===== config.mk =====
export PLATFORM = sky130hd
export DESIGN_NAME = dual_way_cache
export DESIGN_NICKNAME = d
export VERILOG_FILES = /design/src/rtl/dwc_pkg.sv /design/src/rtl/dwc_way_store.sv /design/src/rtl/dwc_lru.sv /design/src/rtl/dwc_ctrl.sv /design/src/rtl/dual_way_cache.sv
export SDC_FILE = /design/constraint.sdc
export NUM_CORES = 1
export LEC_CHECK = 0
export BUFFER_PORTS_ARGS = -buffer_cell sky130_fd_sc_hd__buf_4
export CELL_PAD_IN_SITES_DETAIL_PLACEMENT = 0
export CELL_PAD_IN_SITES_GLOBAL_PLACEMENT = 1
export CORE_UTILIZATION = 50
export CTS_BUF_LIST = sky130_fd_sc_hd__clkbuf_4 sky130_fd_sc_hd__clkbuf_8 sky130_fd_sc_hd__clkbuf_16
export CTS_CLUSTER_DIAMETER = 200
export DETAILED_ROUTE_END_ITERATION = 10
export PLACE_DENSITY_LB_ADDON = 0.1
export SYNTH_ARGS = -nofsm -noshare
export SYNTH_HDL_FRONTEND = slang
export SYNTH_SLANG_ARGS = --single-unit

===== constraint.sdc =====
create_clock -name clk -period 14.25 [get_ports clk]
set_input_delay 2.1375 -clock clk [delete_from_list [all_inputs] [get_ports clk]]
set_output_delay 2.1375 -clock clk [all_outputs]
set_load 0.1 [all_outputs]

===== src/rtl/dwc_pkg.sv =====
`timescale 1ns/1ps
package dwc_pkg;
    localparam int ADDR_W = 32;
    localparam int DATA_W = 32;
    localparam int WAYS   = 2;
    localparam int SETS   = 4;
    localparam int CNT_W  = 16;
    localparam int OFS_W  = 2;
    localparam int IDX_W  = $clog2(SETS);
    localparam int TAG_W  = ADDR_W - IDX_W - OFS_W;

    typedef logic [IDX_W-1:0]  idx_t;
    typedef logic [TAG_W-1:0]  tag_t;
    typedef logic [DATA_W-1:0] word_t;

    typedef enum logic [1:0] {
        ACC_NONE,
        ACC_RD_HIT,
        ACC_MEM_WAIT,
        ACC_MEM_DONE
    } acc_kind_t;

    typedef struct packed {
        logic hit;
        logic hit_way;
        logic tgt_way;
    } pick_t;

    function automatic idx_t set_of(input logic [ADDR_W-1:0] a);
        return a[OFS_W +: IDX_W];
    endfunction

    function automatic tag_t tag_of(input logic [ADDR_W-1:0] a);
        return a[ADDR_W-1 -: TAG_W];
    endfunction
endpackage


===== src/rtl/dwc_way_store.sv =====
`timescale 1ns/1ps
module dwc_way_store #(
    parameter int SETS   = 4,
    parameter int TAG_W  = 28,
    parameter int DATA_W = 32,
    localparam int IW    = $clog2(SETS)
) (
    input  logic              clk,
    input  logic              rst,
    input  logic [IW-1:0]     idx,
    output logic              rd_valid,
    output logic [TAG_W-1:0]  rd_tag,
    output logic [DATA_W-1:0] rd_data,
    input  logic              wr_en,
    input  logic [TAG_W-1:0]  wr_tag,
    input  logic [DATA_W-1:0] wr_data
);
    logic [SETS-1:0]   valid_q;
    logic [TAG_W-1:0]  tag_q  [SETS];
    logic [DATA_W-1:0] data_q [SETS];

    always_ff @(posedge clk) begin
        if (rst) begin
            valid_q <= '0;
        end else if (wr_en) begin
            valid_q[idx] <= 1'b1;
        end
    end

    always_ff @(posedge clk) begin
        if (wr_en) begin
            tag_q[idx]  <= wr_tag;
            data_q[idx] <= wr_data;
        end
    end

    assign rd_valid = valid_q[idx];
    assign rd_tag   = tag_q[idx];
    assign rd_data  = data_q[idx];
endmodule


===== src/rtl/dwc_lru.sv =====
`timescale 1ns/1ps
module dwc_lru #(
    parameter int SETS = 4,
    localparam int IW  = $clog2(SETS)
) (
    input  logic          clk,
    input  logic          rst,
    input  logic [IW-1:0] idx,
    input  logic          touch,
    input  logic          touched_way,
    output logic          lru_way
);
    logic [SETS-1:0] older_q;

    always_ff @(posedge clk) begin
        if (rst) begin
            older_q <= '0;
        end else if (touch) begin
            older_q[idx] <= ~touched_way;
        end
    end

    assign lru_way = older_q[idx];
endmodule


===== src/rtl/dwc_ctrl.sv =====
`timescale 1ns/1ps
module dwc_ctrl
    import dwc_pkg::*;
#(
    parameter int CW = CNT_W
) (
    input  logic          clk,
    input  logic          rst,
    input  logic          req_valid,
    input  logic          req_write,
    input  logic [1:0]    way_valid,
    input  logic [1:0]    way_match,
    input  logic          lru_way,
    input  logic          mem_ack,
    output acc_kind_t     kind,
    output pick_t         pick,
    output logic          need_mem,
    output logic          done,
    output logic          install,
    output logic [CW-1:0] hit_count,
    output logic [CW-1:0] miss_count
);
    logic victim;
    logic [CW-1:0] hits_q, misses_q;

    always_comb begin
        if (!way_valid[0])      victim = 1'b0;
        else if (!way_valid[1]) victim = 1'b1;
        else                    victim = lru_way;
        pick.hit     = |way_match;
        pick.hit_way = way_match[1];
        pick.tgt_way = pick.hit ? pick.hit_way : victim;
    end

    always_comb begin
        need_mem = req_valid && (req_write || !pick.hit);
        if (!req_valid)   kind = ACC_NONE;
        else if (!need_mem) kind = ACC_RD_HIT;
        else if (mem_ack) kind = ACC_MEM_DONE;
        else              kind = ACC_MEM_WAIT;
        done    = (kind == ACC_RD_HIT) || (kind == ACC_MEM_DONE);
        install = (kind == ACC_MEM_DONE);
    end

    always_ff @(posedge clk) begin
        if (rst) begin
            hits_q   <= '0;
            misses_q <= '0;
        end else if (done) begin
            if (pick.hit) hits_q   <= hits_q + CW'(1);
            else          misses_q <= misses_q + CW'(1);
        end
    end

    assign hit_count  = hits_q;
    assign miss_count = misses_q;
endmodule


===== src/rtl/dual_way_cache.sv =====
`timescale 1ns/1ps
module dual_way_cache
    import dwc_pkg::*;
#(
    parameter int CW = CNT_W
) (
    input  logic              clk,
    input  logic              rst,
    input  logic              req_valid,
    input  logic              req_write,
    input  logic [ADDR_W-1:0] req_addr,
    input  logic [DATA_W-1:0] req_wdata,
    output logic              rsp_valid,
    output logic [DATA_W-1:0] rsp_rdata,
    output logic              stall,
    output logic              mem_req,
    output logic              mem_write,
    output logic [ADDR_W-1:0] mem_addr,
    output logic [DATA_W-1:0] mem_wdata,
    input  logic              mem_ack,
    input  logic [DATA_W-1:0] mem_rdata,
    output logic [CW-1:0]     hit_count,
    output logic [CW-1:0]     miss_count
);
    idx_t      idx;
    tag_t      tag;
    word_t     fill_data;
    logic [WAYS-1:0] way_valid, way_match, way_we;
    tag_t      way_tag  [WAYS];
    word_t     way_data [WAYS];
    logic      lru_way;
    acc_kind_t kind;
    pick_t     pick;
    logic      need_mem, done, install;

    assign idx       = set_of(req_addr);
    assign tag       = tag_of(req_addr);
    assign fill_data = req_write ? req_wdata : mem_rdata;

    for (genvar w = 0; w < WAYS; w++) begin : g_way
        dwc_way_store #(.SETS(SETS), .TAG_W(TAG_W), .DATA_W(DATA_W)) u_store (
            .clk(clk), .rst(rst), .idx(idx),
            .rd_valid(way_valid[w]), .rd_tag(way_tag[w]), .rd_data(way_data[w]),
            .wr_en(way_we[w]), .wr_tag(tag), .wr_data(fill_data)
        );
        assign way_match[w] = way_valid[w] && (way_tag[w] == tag);
        assign way_we[w]    = install && (pick.tgt_way == 1'(w));
    end

    dwc_lru #(.SETS(SETS)) u_lru (
        .clk(clk), .rst(rst), .idx(idx),
        .touch(done), .touched_way(pick.tgt_way), .lru_way(lru_way)
    );

    dwc_ctrl #(.CW(CW)) u_ctrl (
        .clk(clk), .rst(rst),
        .req_valid(req_valid), .req_write(req_write),
        .way_valid(way_valid), .way_match(way_match), .lru_way(lru_way),
        .mem_ack(mem_ack), .kind(kind), .pick(pick),
        .need_mem(need_mem), .done(done), .install(install),
        .hit_count(hit_count), .miss_count(miss_count)
    );

    assign rsp_valid = done;
    assign stall     = (kind == ACC_MEM_WAIT);
    assign mem_req   = need_mem;
    assign mem_write = req_write;
    assign mem_addr  = req_addr;
    assign mem_wdata = req_wdata;
    assign rsp_rdata = req_write ? req_wdata :
                       (pick.hit ? way_data[pick.hit_way] : mem_rdata);
endmodule


==> metrics, run 1 <==
CP most frequent cell=buf_4; hold depth=2; All-Layer GR Usage=0.230; Mapped Cells=1459; Async S/R FF share, synth=0; grt total ovfl=0; CTS HTree Levels=2; GPL Wtd Cong=0.815; slew margin rel.=0.178; vias in the first global route=13093; post-layout min period=9050 ps; CTS tree=built; die width=216 µm; CTS resizes=0; pwr/cell area=130 nW/µm²; Setup Skew=11.5 ps; synthesis-to-layout area growth=15.1%; largest net degree at the start of global routing=78; Iteration-0 DRC Markers=1117; synthesized area per cell=15.7 µm²; startpoint types=input port; RSZ-0062 raised after global routing=false; share of cells above drive strength 1=0.281; Vias/cell=5.88; CTS Sinks=524; mapped cell area=22900 µm²; Yosys top cell area share=0.629; Antenna Nets Post-Route=0; Seq cells post-synth=524; top cells by area, synth=edfxtp_1 (63%), mux4_2 (9.8%), dfxtp_1 (3.8%); Post-synth EDFFs=480; Final Net Count=1718; first-pass iteration count of the detailed router=5; die footprint=46700 µm²; Min-Delay Path Class=reg -> reg; fmax=0.110 GHz; Crit Path Max Fanout=51; Worst Path Arrival=6910 ps; overall power=3440 µW; core box area=45300 µm²; Fin Setup TNS=0 ps; Worst path slowest cell=buf_4; WP data required=12110 ps; area leader, netlist=edfxtp_1; WL/cell=23.5 µm; max-slew violation count=0; port bufs=228; Seq/Total Area, Yosys=0.668; Max VDD drop=0.0000800 V; actual slew at the worst max-slew pin=1230 ps; CTS buffer count=53; commonest cells after routing, fill and taps aside=edfxtp_1 (480), buf_4 (244), mux4_2 (100); # DRC=0; outcome=completed; number of max-cap violations=0; starting density of the core=0.506; final instance area=26400 µm²; number of fill cells in the layout=3537; Max clock buf depth=3; # rows=78; Clock transition at path regs=50 ps; yosys warns=0; CP Class=in -> out; Net Count, Synth=1562; top_reg_cell synth=edfxtp_1; antenna violations before repair=1; static leakage=0.00922 µW; Root Buffer=clkbuf_16; hold_buf cts=0; Vias=13253; crit share post-route=0.635; CP endpoint kind=output port; Netlist cell types=75; Inserted Diodes=0; Setup Fix Bufs, Post-CTS=0; crit-path max cell delay=770 ps; Hold Violations, Final=0; io pins=233; first-pass GRT wire length=80700 µm; placed cell areas=24700 µm²; clk_lat worst skew=590 ps; Die Y=216 µm; DP Wirelength=32000 µm; critical-path cell list=buf_6 > buf_4 > mux4_2 > xor2_1 > inv_1 > nand3_1 > nor3_2 > nand2_4 > nand2_1 > buf_4 > o221ai_1 > buf_4; final setup fails=0; leading cell type in the layout, fill and taps excluded=edfxtp_1; final wirelength=53000 µm; worst reg2reg path depth=9
-- cells in the mapped netlist (4+ instances only) --
master,instances
a2111oi_2,4
a21oi_1,90
a22o_1,4
a41oi_1,4
and2_1,6
and3_1,6
buf_2,22
buf_4,70
buf_6,9
clkbuf_1,40
dfxtp_1,44
edfxtp_1,480
inv_1,44
mux2_1,19
mux2_2,9
mux2i_1,56
mux4_2,100
nand2_1,88
nand2b_1,12
nand3_1,16
nand4_1,15
nor2_1,49
nor2b_1,27
nor3_1,17
nor4_1,9
o2111ai_1,4
o21ai_0,50
o21ai_1,5
o21ba_1,4
o221ai_1,32
o22ai_1,8
o2bb2ai_1,5
o31ai_1,7
o41ai_1,4
xnor2_1,39
-- state kept, by name, indices dropped and copies added, names as in the netlist --
name and count:
u_lru.older_q 4, u_ctrl.hit_count 16, g_way.u_store.valid_q 8, g_way.u_store.tag_q 224
u_ctrl.miss_count 16, g_way.u_store.data_q 256
-- critical path, delay by kind of cell --
family / cells / cell delay [ps]
mux: 1 / 610
buf+inv: 5 / 1970
xor+xnor: 1 / 190
compound gates: 1 / 180
simple gates: 4 / 1700
-- kinds of logic after synthesis --
group,after synthesis,synth area share
adder cells (fa/ha/maj),2,0.00109
AND/OR/NAND/NOR,266,0.0592
multiplexers,184,0.137
AO/OA/AOI/OAI,250,0.0720
flip-flops,524,0.668
XOR/XNOR,42,0.0161
buffers and inverters,191,0.0474
-- power by group --
part / internal (µW) / switching [µW] / total (µW)
Clock: 805 / 558 / 1360
Sequential: 1700 / 4.29 / 1710
Combinational: 102 / 265 / 367
Total: 2610 / 827 / 3440
-- path summary, 6_finish.rpt --
kind                                                  from                                        to  slack, ps
hold / removal    g_way[0].u_store.valid_q[2]$_SDFFE_PP0P_  g_way[0].u_store.valid_q[2]$_SDFFE_PP0P_        460
setup reg to reg   g_way[1].u_store.tag_q[2][17]$_DFFE_PP_   g_way[1].u_store.tag_q[2][20]$_DFFE_PP_       8930
setup / recovery                               req_addr[2]                             rsp_rdata[31]       5200
hold reg to reg   g_way[0].u_store.valid_q[2]$_SDFFE_PP0P_  g_way[0].u_store.valid_q[2]$_SDFFE_PP0P_        460
-- through the flow --
| stage | cells | util | hold slack, ps | setup slack, ps |
|---|---|---|---|---|
| 6_report | 2253 | 0.582 | 459 | 5200 |
| 2_1_floorplan | 1459 | - | 422 | 3680 |
| 3_3_place_gp | 2160 | 0.545 | 442 | 5320 |
| 5_1_grt | 2253 | 0.582 | 495 | 4860 |
| 3_5_place_dp | 2160 | 0.545 | 443 | 5190 |
| 4_1_cts | 2253 | 0.582 | 463 | 5180 |
-- per-layer routing --
layer,part of all wire,track usage
met1,0.44,0.332
met2,0.48,0.362
met3,0.055,0.0341
met4,0.021,0.0700
met5,0,0
-- layout make-up --
cell class	instances	area, µm²	share of cell area
flip-flops and latches	524	15300	0.580
multi-input cells	744	6590	0.250
repair buffers	246	1850	0.0703
clock buffers	69	1490	0.0566
well taps	600	751	0.0285
clock inverters	24	214	0.00811
inverters	46	173	0.00655
(Power assumes the default switching activity.)
==> run 2, diff against run 1 <==
--- a/config.mk
+++ b/config.mk
@@ -8,7 +8,7 @@
 export BUFFER_PORTS_ARGS = -buffer_cell sky130_fd_sc_hd__buf_4
 export CELL_PAD_IN_SITES_DETAIL_PLACEMENT = 0
 export CELL_PAD_IN_SITES_GLOBAL_PLACEMENT = 1
-export CORE_UTILIZATION = 50
+export CORE_UTILIZATION = 45
 export CTS_BUF_LIST = sky130_fd_sc_hd__clkbuf_4 sky130_fd_sc_hd__clkbuf_8 sky130_fd_sc_hd__clkbuf_16
 export CTS_CLUSTER_DIAMETER = 200
 export DETAILED_ROUTE_END_ITERATION = 10
==> constraint.sdc (replaced) <==
create_clock -name clk -period 7.9 [get_ports clk]
set_input_delay 1.185 -clock clk [delete_from_list [all_inputs] [get_ports clk]]
set_output_delay 1.185 -clock clk [all_outputs]
set_load 0.1 [all_outputs]
==> run 2 against run 1 <==
Wire length rose by 2.5%; flip-flop and latch count did not move; hold slack got worse by 3.2 ps; non-clock buffer count rose by 6; clock skew rose by 15 ps; power rose by 82%; combinational power rose by 82%; largest power group unchanged; cell area rose by 0.84%; global-route usage fell by 1.7 points; sequential power rose by 80%; core utilization fell by 5.2 points; critical path type unchanged.
==> metrics, run 2 (synthesized netlist as in run 1, its figures left out) <==
number of max-cap violations=0; Max clock buf depth=3; setup slack, reg-to-reg=3090 ps; CTS buffer count=55; Root Buffer=clkbuf_16; Vias/cell=5.72; Vias=13359; number of fill cells in the layout=4146; crit share post-route=0.850; RSZ-0062 raised after global routing=false; Comb pwr share=0.106; CP endpoint kind=output port; CP Class=in -> out; Clock transition at path regs=50 ps; WL/cell=23.3 µm; die width=228 µm; io pins=233; DP Wirelength=33200 µm; final wirelength=54400 µm; antenna violations before repair=1; CTS resizes=0; biggest regs=g_way.u_store.data_q (256), g_way.u_store.tag_q (224); Switch Pwr=1530 µW; Max VDD drop=0.000167 V; Setup Fix Bufs, Post-CTS=0; Setup Skew=26.9 ps; WP data required=6710 ps; fmax=0.149 GHz; CTS HTree Levels=2; RR Endpoint=g_way[0].u_store.data_q[3][15]$_DFFE_PP_; Hold Violations, Final=0; hold_buf cts=0; fin cells=2337; Worst path slowest cell=buf_6; crit-path max cell delay=730 ps; Iteration-0 DRC Markers=1056; outcome=completed; sw frac=0.244; Placed Instances=2238; pwr/cell area=236 nW/µm²; Worst Path Arrival=5530 ps; final setup fails=0; largest net degree at the start of global routing=91; dpl ws=1200 ps; actual slew at the worst max-slew pin=1220 ps; die footprint=51800 µm²; final instance area=26600 µm²; synthesis-to-layout area growth=16.1%; share of cells above drive strength 1=0.285; clk_lat worst skew=610 ps; Final Net Count=1726; # DRC=0; Worst Setup EP=rsp_rdata[20]; max-slew violation count=0; slew margin rel.=0.189; Most flops, register=g_way.u_store.data_q; placed cell areas=24800 µm²; CTS Sinks=524; fin worst setup slack=1190 ps; critical-path cell list=buf_6 > mux2_2 > o21ai_0 > a211oi_1 > o22ai_1 > nor4_4 > nand2_4 > nand2_1 > buf_4 > o221ai_1 > buf_4; CP most frequent cell=buf_4; static leakage=0.00927 µW; All-Layer GR Usage=0.212; Fin Hold WS=455 ps; CTS tree=built; GPL Wtd Cong=0.800; Antenna Nets Post-Route=0; # rows=82; worst reg2reg path depth=10; starting density of the core=0.457; port bufs=228; grt total ovfl=0; post-layout min period=6710 ps; Internal=4730 µW; r2r startpoint=g_way[0].u_store.tag_q[3][17]$_DFFE_PP_; Die Y=228 µm; startpoint types=input port; Inserted Diodes=0; Min-Delay Path Class=reg -> reg; Largest register FFs=256; Flop pwr share=0.492; Clock Power Share=0.402; Crit Path Max Fanout=90; core box area=50200 µm²; commonest cells after routing, fill and taps aside=edfxtp_1 (480), buf_4 (248), mux4_2 (100); vias in the first global route=13209; leading cell type in the layout, fill and taps excluded=edfxtp_1; first-pass GRT wire length=81500 µm; crit path from=req_addr[3]; first-pass iteration count of the detailed router=5
==> run 2: cell types whose count changed in the layout (fill, tap and decap cells not counted), sizes merged <==
cell | previous run | this run
clkbuf | 69 | 71
buf | 246 | 252
clkinv | 19 | 20
clkinvlp | 0 | 3
==> run 2: stage by stage <==
step                      utilization  setup TNS (ps)  total power, µW
after floorplan                     -           -8960             3640
after global placement          0.495               0             3810
after detailed placement        0.495               0             3810
after CTS                       0.530               0             6330
after global routing            0.530               0             6480
final                           0.530               0             6270
==> run 2: how the worst min path moves through the flow <==
stage                                             start  cells after the start  slack [ps]                                  endpoint
2_1_floorplan  g_way[0].u_store.valid_q[2]$_SDFFE_PP0P_                      2         420  g_way[0].u_store.valid_q[2]$_SDFFE_PP0P_
3_3_place_gp              u_lru.older_q[3]$_SDFFE_PP0P_                      2         440             u_lru.older_q[3]$_SDFFE_PP0P_
3_5_place_dp   g_way[0].u_store.valid_q[0]$_SDFFE_PP0P_                      2         440  g_way[0].u_store.valid_q[0]$_SDFFE_PP0P_
4_1_cts        g_way[0].u_store.valid_q[0]$_SDFFE_PP0P_                      2         450  g_way[0].u_store.valid_q[0]$_SDFFE_PP0P_
5_1_grt        g_way[0].u_store.valid_q[0]$_SDFFE_PP0P_                      2         470  g_way[0].u_store.valid_q[0]$_SDFFE_PP0P_
6_report       g_way[0].u_store.valid_q[0]$_SDFFE_PP0P_                      2         460  g_way[0].u_store.valid_q[0]$_SDFFE_PP0P_
==> run 2: power groups by stage <==
| stage | logic, µW | registers [µW] | clock network (µW) |
|---|---|---|---|
| 6_report | 667 | 3080 | 2520 |
| 5_1_grt | 706 | 3080 | 2690 |
| 4_1_cts | 674 | 3080 | 2580 |
| 3_5_place_dp | 673 | 3140 | 0 |
| 3_3_place_gp | 669 | 3140 | 0 |
| 2_1_floorplan | 492 | 3140 | 0 |
==> run 2: layout make-up <==
cell class,instances,area (µm²),area share
Sequential cell,524,15300,0.575
Multi-Input combinational cell,744,6600,0.248
Timing Repair Buffer,252,1920,0.0724
Clock buffer,71,1510,0.0569
Tap cell,672,841,0.0316
Clock inverter,28,246,0.00927
Inverter,46,173,0.00649
==> run 2: critical path: cells and delay by family <==
kind / cells / cell delay [ps]
AOI/OAI and AO/OA: 4 / 1150
buffers and inverters: 3 / 1420
and+or+nand+nor: 3 / 1340
muxes: 1 / 300
==> run 2: routing by layer <==
metal	track usage	routed length (µm)	part of all wire
met1	0.300	24200	0.44
met2	0.335	25900	0.48
met3	0.0327	2750	0.051
met4	0.0775	1590	0.029
met5	0	13	0.00024
